**src/rtl/slvrel_pkg.sv**
```systemverilog
package slvrel_pkg;
    localparam int unsigned IDX_W    = 4;
    localparam int unsigned LINE_CNT = (1 << IDX_W) - 1;
    localparam int unsigned DIR_MAX  = 5;

    typedef logic [IDX_W-1:0] idx_t;

    typedef struct packed {
        idx_t idx;
    } hold_st;

    localparam idx_t IDX_RELEASE = '1;
endpackage

```
**src/rtl/slvrel_hold.sv**
```systemverilog
module slvrel_hold
    import slvrel_pkg::*;
(
    input  logic clk,
    input  logic rst_n,
    input  logic le_i,
    input  idx_t sel_i,
    output idx_t idx_o
);
    hold_st hold_d, hold_q;

    always_comb begin
        hold_d = hold_q;
        if (le_i) begin
            hold_d.idx = sel_i;
        end
    end

    always_ff @(posedge clk or negedge rst_n) begin
        if (!rst_n) begin
            hold_q.idx <= IDX_RELEASE;
        end else begin
            hold_q <= hold_d;
        end
    end

    // Transparent while enabled, otherwise the captured index; reset forces release.
    always_comb begin
        if (!rst_n) begin
            idx_o = IDX_RELEASE;
        end else if (le_i) begin
            idx_o = sel_i;
        end else begin
            idx_o = hold_q.idx;
        end
    end

    // index seen by the decoder is frozen across a closed-latch interval
    a_r2_hold_stable: assert property (@(posedge clk) disable iff (!rst_n)
        (!le_i && $past(!le_i)) |-> $stable(idx_o));
endmodule

```
**src/rtl/slvrel_decode.sv**
```systemverilog
module slvrel_decode
    import slvrel_pkg::*;
#(
    parameter int unsigned NUM_SLAVES = 15
) (
    input  idx_t                idx_i,
    output logic [LINE_CNT-1:0] stop_n_o
);
    localparam int unsigned ACT_N = (NUM_SLAVES > LINE_CNT) ? LINE_CNT : NUM_SLAVES;

    for (genvar k = 0; k < LINE_CNT; k++) begin : g_line
        if (k < ACT_N) begin : g_act
            assign stop_n_o[k] = (idx_i != IDX_W'(k));
        end else begin : g_tie
            assign stop_n_o[k] = 1'b1;
        end
    end
endmodule

```
**src/rtl/slvrel_direct.sv**
```systemverilog
module slvrel_direct
    import slvrel_pkg::*;
#(
    parameter int unsigned NUM_SLAVES = 5
) (
    input  idx_t                sel_i,
    input  logic                le_i,
    output logic [LINE_CNT-1:0] stop_n_o
);
    localparam int unsigned DIR_N = (NUM_SLAVES > DIR_MAX) ? DIR_MAX : NUM_SLAVES;

    logic [DIR_MAX-1:0] raw;
    assign raw = {le_i, sel_i};

    for (genvar k = 0; k < LINE_CNT; k++) begin : g_line
        if (k < DIR_N) begin : g_pass
            assign stop_n_o[k] = raw[k];
        end else begin : g_tie
            assign stop_n_o[k] = 1'b1;
        end
    end
endmodule

```
**src/rtl/slvrel_top.sv**
```systemverilog
module slvrel_top
    import slvrel_pkg::*;
#(
    parameter int unsigned NUM_SLAVES  = 15,
    parameter bit          DIRECT_MODE = 1'b0
) (
    input  logic                clk,
    input  logic                rst_n,
    input  logic [IDX_W-1:0]    sel_i,
    input  logic                le_i,
    output logic [LINE_CNT-1:0] stop_n_o
);
    localparam int unsigned ACT_N = (NUM_SLAVES < 1) ? 1 :
                                    (NUM_SLAVES > LINE_CNT) ? LINE_CNT : NUM_SLAVES;
    localparam int unsigned DIR_N = (ACT_N > DIR_MAX) ? DIR_MAX : ACT_N;

    idx_t                idx_eff;
    logic [LINE_CNT-1:0] dec_n;
    logic [LINE_CNT-1:0] dir_n;

    slvrel_hold u_hold (
        .clk   (clk),
        .rst_n (rst_n),
        .le_i  (le_i),
        .sel_i (sel_i),
        .idx_o (idx_eff)
    );

    slvrel_decode #(.NUM_SLAVES(ACT_N)) u_decode (
        .idx_i    (idx_eff),
        .stop_n_o (dec_n)
    );

    slvrel_direct #(.NUM_SLAVES(DIR_N)) u_direct (
        .sel_i    (sel_i),
        .le_i     (le_i),
        .stop_n_o (dir_n)
    );

    assign stop_n_o = DIRECT_MODE ? dir_n : dec_n;

    if (!DIRECT_MODE) begin : g_dec_chk
        // never more than one slave held in stop
        a_r3_single_low: assert property (@(posedge clk) disable iff (!rst_n)
            $onehot0(~stop_n_o));
        // open latch carrying the release code frees every line
        a_r4_release_all: assert property (@(posedge clk) disable iff (!rst_n)
            (le_i && (sel_i == IDX_RELEASE)) |-> (&stop_n_o));
        // reset keeps all slaves released
        a_r6_reset_release: assert property (@(posedge clk)
            !rst_n |-> (&stop_n_o));
        if (ACT_N < LINE_CNT) begin : g_upper
            // lines beyond the slave count never go low
            a_r5_upper_high: assert property (@(posedge clk) disable iff (!rst_n)
                &stop_n_o[LINE_CNT-1:ACT_N]);
        end
    end else begin : g_dir_chk
        // unused direct lines stay high
        a_r7_direct_tie: assert property (@(posedge clk)
            &stop_n_o[LINE_CNT-1:DIR_N]);
    end
endmodule

```
**config.mk**
```make
export PLATFORM = sky130hd
export DESIGN_NAME = slvrel_top
export DESIGN_NICKNAME = d
export VERILOG_FILES = /design/src/rtl/slvrel_pkg.sv /design/src/rtl/slvrel_hold.sv /design/src/rtl/slvrel_decode.sv /design/src/rtl/slvrel_direct.sv /design/src/rtl/slvrel_top.sv
export SDC_FILE = /design/constraint.sdc
export NUM_CORES = 1
export LEC_CHECK = 0
export BUFFER_PORTS_ARGS = -buffer_cell sky130_fd_sc_hd__buf_2
export CELL_PAD_IN_SITES_DETAIL_PLACEMENT = 0
export CELL_PAD_IN_SITES_GLOBAL_PLACEMENT = 1
export CORE_MARGIN = 3
export CORE_UTILIZATION = 25
export CTS_CLUSTER_DIAMETER = 150
export CTS_CLUSTER_SIZE = 8
export DETAILED_ROUTE_END_ITERATION = 16
export HOLD_SLACK_MARGIN = 0.08
export PLACE_DENSITY_LB_ADDON = 0.3
export SKIP_LAST_GASP = 1
export SLEW_MARGIN = 10
export SYNTH_ARGS = -nofsm -noshare
export SYNTH_HDL_FRONTEND = slang
export SYNTH_SLANG_ARGS = --single-unit
```
**constraint.sdc**
```tcl
create_clock -name clk -period 1.3 [get_ports clk]
set_clock_uncertainty 0.2 [all_clocks]
set_input_delay 0.065 -clock clk [delete_from_list [all_inputs] [get_ports clk]]
set_output_delay 0.065 -clock clk [all_outputs]
set_load 0.03 [all_outputs]
```
==> flow_summary.ini, run 1 <==
[status]
outcome = finished with violations
violations = negative setup slack

[floorplan]
rows = 13
die_y_um = 46.1
start_util_pct = 28.8
die-area_um2 = 2130
io_pins = 22
die_x_um = 46.1
core_area_um2 = 1400

[routing]
drt-total-wl_mm = 1.57
dr.pass1.iters = 4
drc = 0
wl_per_cell_um = 13.9
vias = 562
drtAntennaViolNets = 0
via_per_inst = 4.97
drt_iter0_markers = 8

[place]
dp_cells = 103
place_hpwl_mm = 1.15
gp_congestion = 0.790
io_buffers = 21

[sta]
slew_headroom_pct = 75.1
worst_pin_slew_ns = 0.374
period_minus_slack_ns = 1.75
setup_tns_ns = -6.14
max_freq_mhz = 573
rsz0062_at_grt = yes
hold_viol = 0
drv_slew = 0
finalWorstSetupSlack_ns = -0.446
finalSetupViolCount = 15
period_share_pct = 134

[critical_path]
reg2reg_slack_ns = 0.14
critPathRequiredTime_ns = 1.03
r2r_cells = 3
rr_endpoint = u_hold.hold_q[2]
crit_arrival_ns = 1.48
crit_path_start_kind = register
critPathKind = reg -> out
endpoint_kind = output port
r2r-start = u_hold.hold_q[2]
path_max_fanout = 4

[job]
drv_cap = 0

[logic_synthesis]
syn-num-nets = 58
postSynthCellCount = 51
ys_warn_count = 0
post_synth_num_cell_types = 14
synth_area_um2 = 403
syn-mean-instance-area_um2 = 7.90
seq_area_frac_synth_pct = 26.1
ys_ff_latch = 4

[min_path]
holdPathEnd = u_hold.hold_q[3]
min_delay_path_depth = 3
worstHoldStart = le_i
min_path_type = in -> reg

[cts]
clkSinkCount = 4
clockRootBuffer = clkbuf_4
clk_latency_ns = 0.24
cts_buffers = 3
clk_pin_slew_worst_paths_ns = 0.04
clockBufferDepth = 2
cts_tree = yes
htree_levels = 1

[finish]
finalCoreUtilization_pct = 70.1
areaGrowthSynthToFinish_pct = 143
drive_above_1_share_pct = 75.5
layout.cells.non_filler = 113
reg.largest.list = u_hold.hold_q x4
largest-register = u_hold.hold_q
largest_reg_flops = 4
final_nets = 107
antenna_cells = 0

[global_routing]
grt-ovfl-total = 0
grt_pass1_vias = 562
antenna_found_initial = 0
grt_use_total_pct = 16.7
grt_pass1_wl_mm = 2.47
grt_start_max_net_pins = 9

[power_and_ir_drop]
leakagePower_nw = 0.437
vdd_drop_max_uv = 639
power_density_nw_per_um2 = 634
-- power breakdown --
part           switching, mW  leakage, nW  internal [mW]  total (mW)
registers             0.0160       0.0420          0.146       0.162
logic                  0.155        0.381          0.148       0.304
clock network         0.0528       0.0138          0.103       0.156
total                  0.224        0.437          0.398       0.622
-- repair_timing --
| item | CTS | global route |
|---|---|---|
| setup buffers | 0 | 1 |
| hold buffers | 6 | 0 |
| endpoints found under the setup margin | 15 | 15 |
| pin swaps | 11 | 7 |
| resized for setup | 31 | 2 |
| hold endpoints to repair | 8 | 0 |
-- worst max path at each step --
| stage | end | slack, ns | start |
|---|---|---|---|
| global route | stop_n_o[5] | -0.51 | u_hold.hold_q[0] |
| finish | stop_n_o[5] | -0.45 | u_hold.hold_q[0] |
| global placement | stop_n_o[9] | -0.21 | u_hold.hold_q[3] |
| detailed placement | stop_n_o[10] | -0.20 | u_hold.hold_q[1] |
| floorplan | stop_n_o[5] | -0.15 | u_hold.hold_q[0] |
| CTS | stop_n_o[13] | -0.45 | u_hold.hold_q[0] |
-- layout make-up --
type | instances | area, µm²
clock buffer | 3 | 22.5
tap | 15 | 18.8
fill | 107 | 418
inverter | 2 | 12.5
multi-input combinational | 44 | 409
timing repair buffer | 45 | 413
sequential | 4 | 105
-- cell usage after synthesis, drive strengths merged --
cell / instances / area share [%]
nand2: 23 / 21
nand2b: 6 / 9.3
o32ai: 5 / 20
dfstp: 4 / 26
inv: 2 / 1.9
nand3: 2 / 2.5
o21ai: 2 / 2.5
buf: 1 / 2.8
mux2: 1 / 2.8
o211ai: 1 / 1.9
o22ai: 1 / 3.1
o311ai: 1 / 2.2
or2: 1 / 1.6
or2b: 1 / 1.9
-- critical path, stage by stage (launching register included) --
cell,delay [ns]
dfstp_2,0.55
inv_4,0.05
o32ai_4,0.38
nand2_2,0.10
buf_6,0.15
-- cells by family after synthesis --
kind of cell           synth area share (%)
multiplexers                           2.79
buffers and inverters                  4.66
AO/OA/AOI/OAI                          29.8
AND/OR/NAND/NOR                        36.6
flip-flops                             26.1
-- cell usage in the layout, fill, tap and decap left out --
cell type	Yosys	routed
buf_4	0	16
buf_6	1	14
nand2_2	0	12
nand2_1	23	7
buf_2	0	7
dlygate4sd3_1	0	6
nand2b_1	6	5
o32ai_4	0	4
nand2_4	0	4
dfstp_2	4	4
clkbuf_4	0	3
inv_4	0	2
o21ai_0	2	2
nand3_1	2	2
buf_12	0	2
mux2_2	1	1
o211ai_1	1	1
nand2b_4	0	1
o22ai_2	1	1
o311ai_4	0	1
or2b_1	1	1
or2_2	1	1
o32ai_2	5	1
-- stage by stage --
stage | cell area (µm²) | power (mW) | hold slack [ns] | worst slack (ns)
2_1_floorplan | 526 | 0.310 | -0.283 | -0.150
3_3_place_gp | 778 | 0.413 | 0.0405 | -0.206
3_5_place_dp | 778 | 0.419 | 0.0572 | -0.198
4_1_cts | 955 | 0.616 | 0.120 | -0.454
5_1_grt | 981 | 0.655 | 0.144 | -0.510
6_report | 981 | 0.622 | 0.128 | -0.446
-- layer usage --
metal  wire length (µm)  vias to the layer above  global-route usage, %
li1                   -                      279                      -
met1                586                      266                   17.9
met2                907                       14                   31.0
met3                 53                        3                   1.56
met4                 23                        0                   9.66
met5                  0                        -                      0
No activity file was read; power rests on OpenSTA's default activity.
==> run 2: changes to the inputs <==
- CORE_UTILIZATION: 25 -> 28
- TNS_END_PERCENT: default -> 30
- clock period: 1.3 -> 1.72 ns (I/O delays scaled with it)
==> flow_summary.ini, run 2 (synthesis results as in run 1) <==
[critical_path]
reg2reg_slack_ns = 0.64
path_max_fanout = 4
critPathRequiredTime_ns = 1.43
slowest_stage = dfstp_2
critPathKind = reg -> out
worst_path_largest_cell_delay_ns = 0.53
rr_endpoint = u_hold.hold_q[1]
path_delay_family = flip-flops
r2r_cells = 2
r2r-start = u_hold.hold_q[1]
path_buf_inv = 2
endpoint_kind = output port
crit_arrival_ns = 1.40
crit_path_start_kind = register
path_cells = inv_2, o32ai_4, nand2_1, buf_2

[sta]
rsz0062_at_grt = yes
hold-worst-slack_ns = 0.165
period_share_pct = 98.3
worst_pin_slew_ns = 0.319
drv_slew = 0
hold_viol = 0
period_minus_slack_ns = 1.69
finalSetupViolCount = 0
max_freq_mhz = 591
finalWorstSetupSlack_ns = 0.0293
slew_headroom_pct = 78.7

[place]
dp_slack_ns = 0.0995
place_hpwl_um = 861
io_buffers = 21
gp_congestion = 0.815

[power_and_ir_drop]
leakagePower_nw = 0.259
power_density_nw_per_um2 = 539
vdd_drop_max_uv = 416

[global_routing]
antenna_found_initial = 0
grt_pass1_wl_mm = 1.91
grt_start_max_net_pins = 16
grt-ovfl-total = 0
grt_use_total_pct = 13.6
grt_pass1_vias = 432

[finish]
antenna_cells = 0
largest_reg_flops = 4
largest-register = u_hold.hold_q
reg.largest.list = u_hold.hold_q x4
mostFrequentLayoutCells = nand2_1, buf_2, dlygate4sd3_1, nand2b_1, o32ai_4
layout_commonest_cell = nand2_1
drive_above_1_share_pct = 48.8
final_nets = 95
areaGrowthSynthToFinish_pct = 82.9

[floorplan]
io_pins = 22
rows = 13
core_area_um2 = 1320
die_y_um = 43.9
die-area_um2 = 1930
die_x_um = 43.9
start_util_pct = 30.6

[job]
drv_cap = 0

[routing]
drtAntennaViolNets = 0
dr.pass1.iters = 4
vias = 496
wl_per_cell_um = 11.9
drt_iter0_markers = 6
via_per_inst = 4.91
drt-total-wl_mm = 1.20
drc = 0

[cts]
clk_pin_slew_worst_paths_ns = 0.04
clockRootBuffer = clkbuf_4
htree_levels = 1
clkSinkCount = 4
cts_buffers = 3
cts_tree = yes
clockBufferDepth = 2
clk_latency_ns = 0.23

[min_path]
holdPathEnd = u_hold.hold_q[3]
min_delay_path_depth = 2
worstHoldStart = le_i
min_path_type = in -> reg

[status]
outcome = complete, no violations
## run 2: cell count changes in the layout (fill, tap and decap cells not counted), moves of 3 or more
cell and delta:
buf_2 +12, buf_6 -12, dlygate4sd3_1 +3, buf_4 -13
nand2_4 -4, nand2_2 -12, nand2_1 +16
## run 2: worst reg2reg max path, stage by stage, from the launching register on
cell and delay [ns]:
dfstp_2 0.53, inv_2 0.06, o21ai_0 0.19
## run 2: power by group
part | internal [mW] | switching [mW] | total [mW]
registers | 0.110 | 0.00711 | 0.117
clock network | 0.0777 | 0.0338 | 0.112
logic | 0.0706 | 0.0980 | 0.169
total | 0.259 | 0.139 | 0.397
## run 2: final cells by class
| class | count | area [µm²] |
|---|---|---|
| flip-flops and latches | 4 | 105 |
| repair buffers | 33 | 230 |
| clock buffers | 3 | 22.5 |
| well taps | 15 | 18.8 |
| multi-input cells | 44 | 353 |
| fillers | 119 | 581 |
| inverters | 2 | 7.51 |
## run 2: how the worst max path moves through the flow
| stage | startpoint | endpoint | cells past startpoint |
|---|---|---|---|
| after detailed placement | u_hold.hold_q[1] | stop_n_o[3] | 4 |
| after global routing | u_hold.hold_q[1] | stop_n_o[10] | 4 |
| after CTS | u_hold.hold_q[0] | stop_n_o[13] | 4 |
| after floorplan | u_hold.hold_q[1] | stop_n_o[11] | 3 |
| after global placement | u_hold.hold_q[0] | stop_n_o[13] | 4 |
| final | u_hold.hold_q[1] | stop_n_o[14] | 4 |
## run 2: metrics by stage
stage	total power [mW]	cells	setup TNS [ns]	utilization [%]	area, µm²
6_report	0.397	101	0	55.9	737
5_1_grt	0.424	101	-0.320	55.9	737
4_1_cts	0.390	100	0	52.7	694
3_5_place_dp	0.231	86	0	39.1	515
3_3_place_gp	0.229	86	0	39.1	515
2_1_floorplan	0.196	51	0	-	403
## run 2: routing by layer
layer	global-route usage [%]	wire length, µm	vias up
met5	0	0	-
met4	7.23	12	0
met3	4.15	86	2
met2	21.2	579	19
met1	16.4	525	225
li1	-	-	250
## run 2: timing repair
item | in CTS | in global routing
hold buffers | 9 | 0
pin swaps | 2 | 4
endpoints found under the setup margin | 12 | 15
gates resized for setup | 7 | 8
setup buffers | 2 | 1
hold endpoints to repair | 8 | 0
==> run 3: changes to the inputs <==
- ABC_AREA: default -> 1
- CORE_UTILIZATION: 28 -> 25
==> flow_summary.ini, run 3 <==
[logic_synthesis]
ys_warn_count = 0
postSynthCellCount = 50
post_synth_num_cell_types = 8
synth_area_leaders = dfstp_2, nand2_1, nand3_2
seq_area_frac_synth_pct = 31.1
synth_area_um2 = 338
synth_enable_flop_cells = 0
synth_area_leader_cell = dfstp_2
async_reset_ff_share_pct = 100
synth_commonest_cells = nand2_1, nor2_2, inv_1
synth_top_area_share_pct = 31.1
syn-num-nets = 57
synthFlopType = dfstp_2
syn-mean-instance-area_um2 = 6.76
ys_ff_latch = 4
yosysMostFrequentCell = nand2_1

[routing]
vias = 387
via_per_inst = 4.16
wl_per_cell_um = 9.77
drt-total-wl_um = 909
drt_iter0_markers = 4
wl_met3_um = 49
wl_met2_um = 443
met1Wirelength_um = 410
dr.pass1.iters = 3
routed.top_layer = met4
drtAntennaViolNets = 0
drc = 0

[global_routing]
grt_use_total_pct = 9.93
grt_pass1_wl_mm = 1.37
antenna_found_initial = 0
grt_pass1_vias = 343
grt-ovfl-total = 0
grt_start_max_net_pins = 9

[floorplan]
io_pins = 22
rows = 12
core_area_um2 = 1190
die_y_um = 42.8
start_util_pct = 28.5
die-area_um2 = 1830
die_x_um = 42.8

[sta]
finalWorstSetupSlack_ns = 0.0730
drv_slew = 0
period_share_pct = 95.8
max_freq_mhz = 607
hold-worst-slack_ns = 0.182
finalSetupViolCount = 0
slew_headroom_pct = 89.6
period_minus_slack_ns = 1.65
hold_viol = 0
worst_pin_slew_ns = 0.156
rsz0062_at_grt = yes

[power_and_ir_drop]
total_power_mw = 0.356
power_switching_share_pct = 34.4
leakagePower_nw = 0.253
vdd_drop_max_uv = 420
p_int_mw = 0.234
pwr-share-seq_pct = 31.6
p_comb_share_pct = 35.7
switchingPower_mw = 0.122
power_density_nw_per_um2 = 589
clkPwrFrac_pct = 32.7

[finish]
design_area_um2 = 604
drive_above_1_share_pct = 55.7
layout.cells.non_filler = 93
largest_reg_flops = 4
mostFrequentLayoutCells = nand2_1, buf_2, nor2_4
antenna_cells = 0
largest-register = u_hold.hold_q
seqCellArea_um2 = 105
multi_input_area_um2 = 267
nFillCells = 112
reg.largest.list = u_hold.hold_q x4
final_nets = 88
layout_commonest_cell = nand2_1
areaGrowthSynthToFinish_pct = 78.9

[place]
dp_slack_ns = 0.309
io_buffers = 21
dp_cells = 85
placed_area_um2 = 460
gp_congestion = 0.691

[cts]
htree_levels = 1
clk_pin_slew_worst_paths_ns = 0.04
clk_latency_ns = 0.23
cts_tree = yes
clockBufferDepth = 2
clkSinkCount = 4
cts_buffers = 3
clockRootBuffer = clkbuf_4

[critical_path]
path_delay_family = flip-flops
path_max_fanout = 4
slowest_stage = dfstp_2
critPathKind = reg -> out
crit_arrival_ns = 1.36
critPathRequiredTime_ns = 1.43
path_buf_inv = 1
worst_path_largest_cell_delay_ns = 0.52
path_cells = nand2_2, and2_1, nor2_4, nand2_1, buf_2
crit_start = u_hold.hold_q[2]
endpoint_kind = output port
r2r-start = u_hold.hold_q[3]
crit_path_start_kind = register

[min_path]
min_path_type = in -> reg
worstHoldStart = le_i

[job]
drv_cap = 0

[status]
outcome = complete, no violations
[run 3: per-layer routing]
layer	GRT usage (%)	vias to the layer above
met3	6.36	2
li1	-	207
met4	3.73	0
met1	11.1	166
met5	0	-
met2	15.0	12
[run 3: power groups by stage]
stage	Clock (mW)	Sequential [mW]	Combinational (mW)
after floorplan	0	0.113	0.0679
after global placement	0	0.113	0.0962
after detailed placement	0	0.113	0.0948
after CTS	0.122	0.112	0.104
after global routing	0.130	0.113	0.139
final	0.116	0.112	0.127
[run 3: cells by family (layout without fill, tap and decap cells)]
kind of cell | after synthesis | in the layout | share of synthesized area (%)
buffers and inverters | 7 | 36 | 7.78
flip-flops | 4 | 4 | 31.1
AND/OR/NAND/NOR | 39 | 39 | 61.1
[run 3: final cells by class]
cell class / instances / area share (%)
Inverter: 7 / 4.35
Clock buffer: 3 / 3.73
Tap cell: 14 / 2.90
Timing Repair Buffer: 26 / 27.5
Multi-Input combinational cell: 39 / 44.1
Sequential cell: 4 / 17.4
[run 3: repair_timing]
action / CTS / global route
hold buffers: 5 / 0
gates resized for setup: 0 / 15
setup buffers: 0 / 0
endpoints found under the hold margin: 8 / 0
endpoints found under the setup margin: 0 / 15
[run 3: per-stage QoR]
stage	util, %	TNS (ns)
global route	50.9	-0.00149
floorplan	-	0
detailed placement	38.8	0
global placement	38.8	0
CTS	44.9	0
finish	50.9	0
[run 3: path summary, 6_finish.rpt]
| path | slack [ns] | endpoint | cells after the start |
|---|---|---|---|
| min in group asynchronous | 0.21 | u_hold.hold_q[3] | 2 |
| setup reg to reg | 0.63 | u_hold.hold_q[3] | 3 |
| max in group asynchronous | 1.09 | u_hold.hold_q[1] | 2 |
| setup / recovery | 0.07 | stop_n_o[5] | 5 |
| hold / removal | 0.18 | u_hold.hold_q[1] | 4 |
| hold reg to reg | 0.50 | u_hold.hold_q[1] | 3 |
[run 3: worst register-to-register path: cells and delay by family (launching register included)]
kind / cells / cell delay, ns
AND/OR/NAND/NOR: 2 / 0.25
flip-flops: 1 / 0.52
buffers and inverters: 1 / 0.07
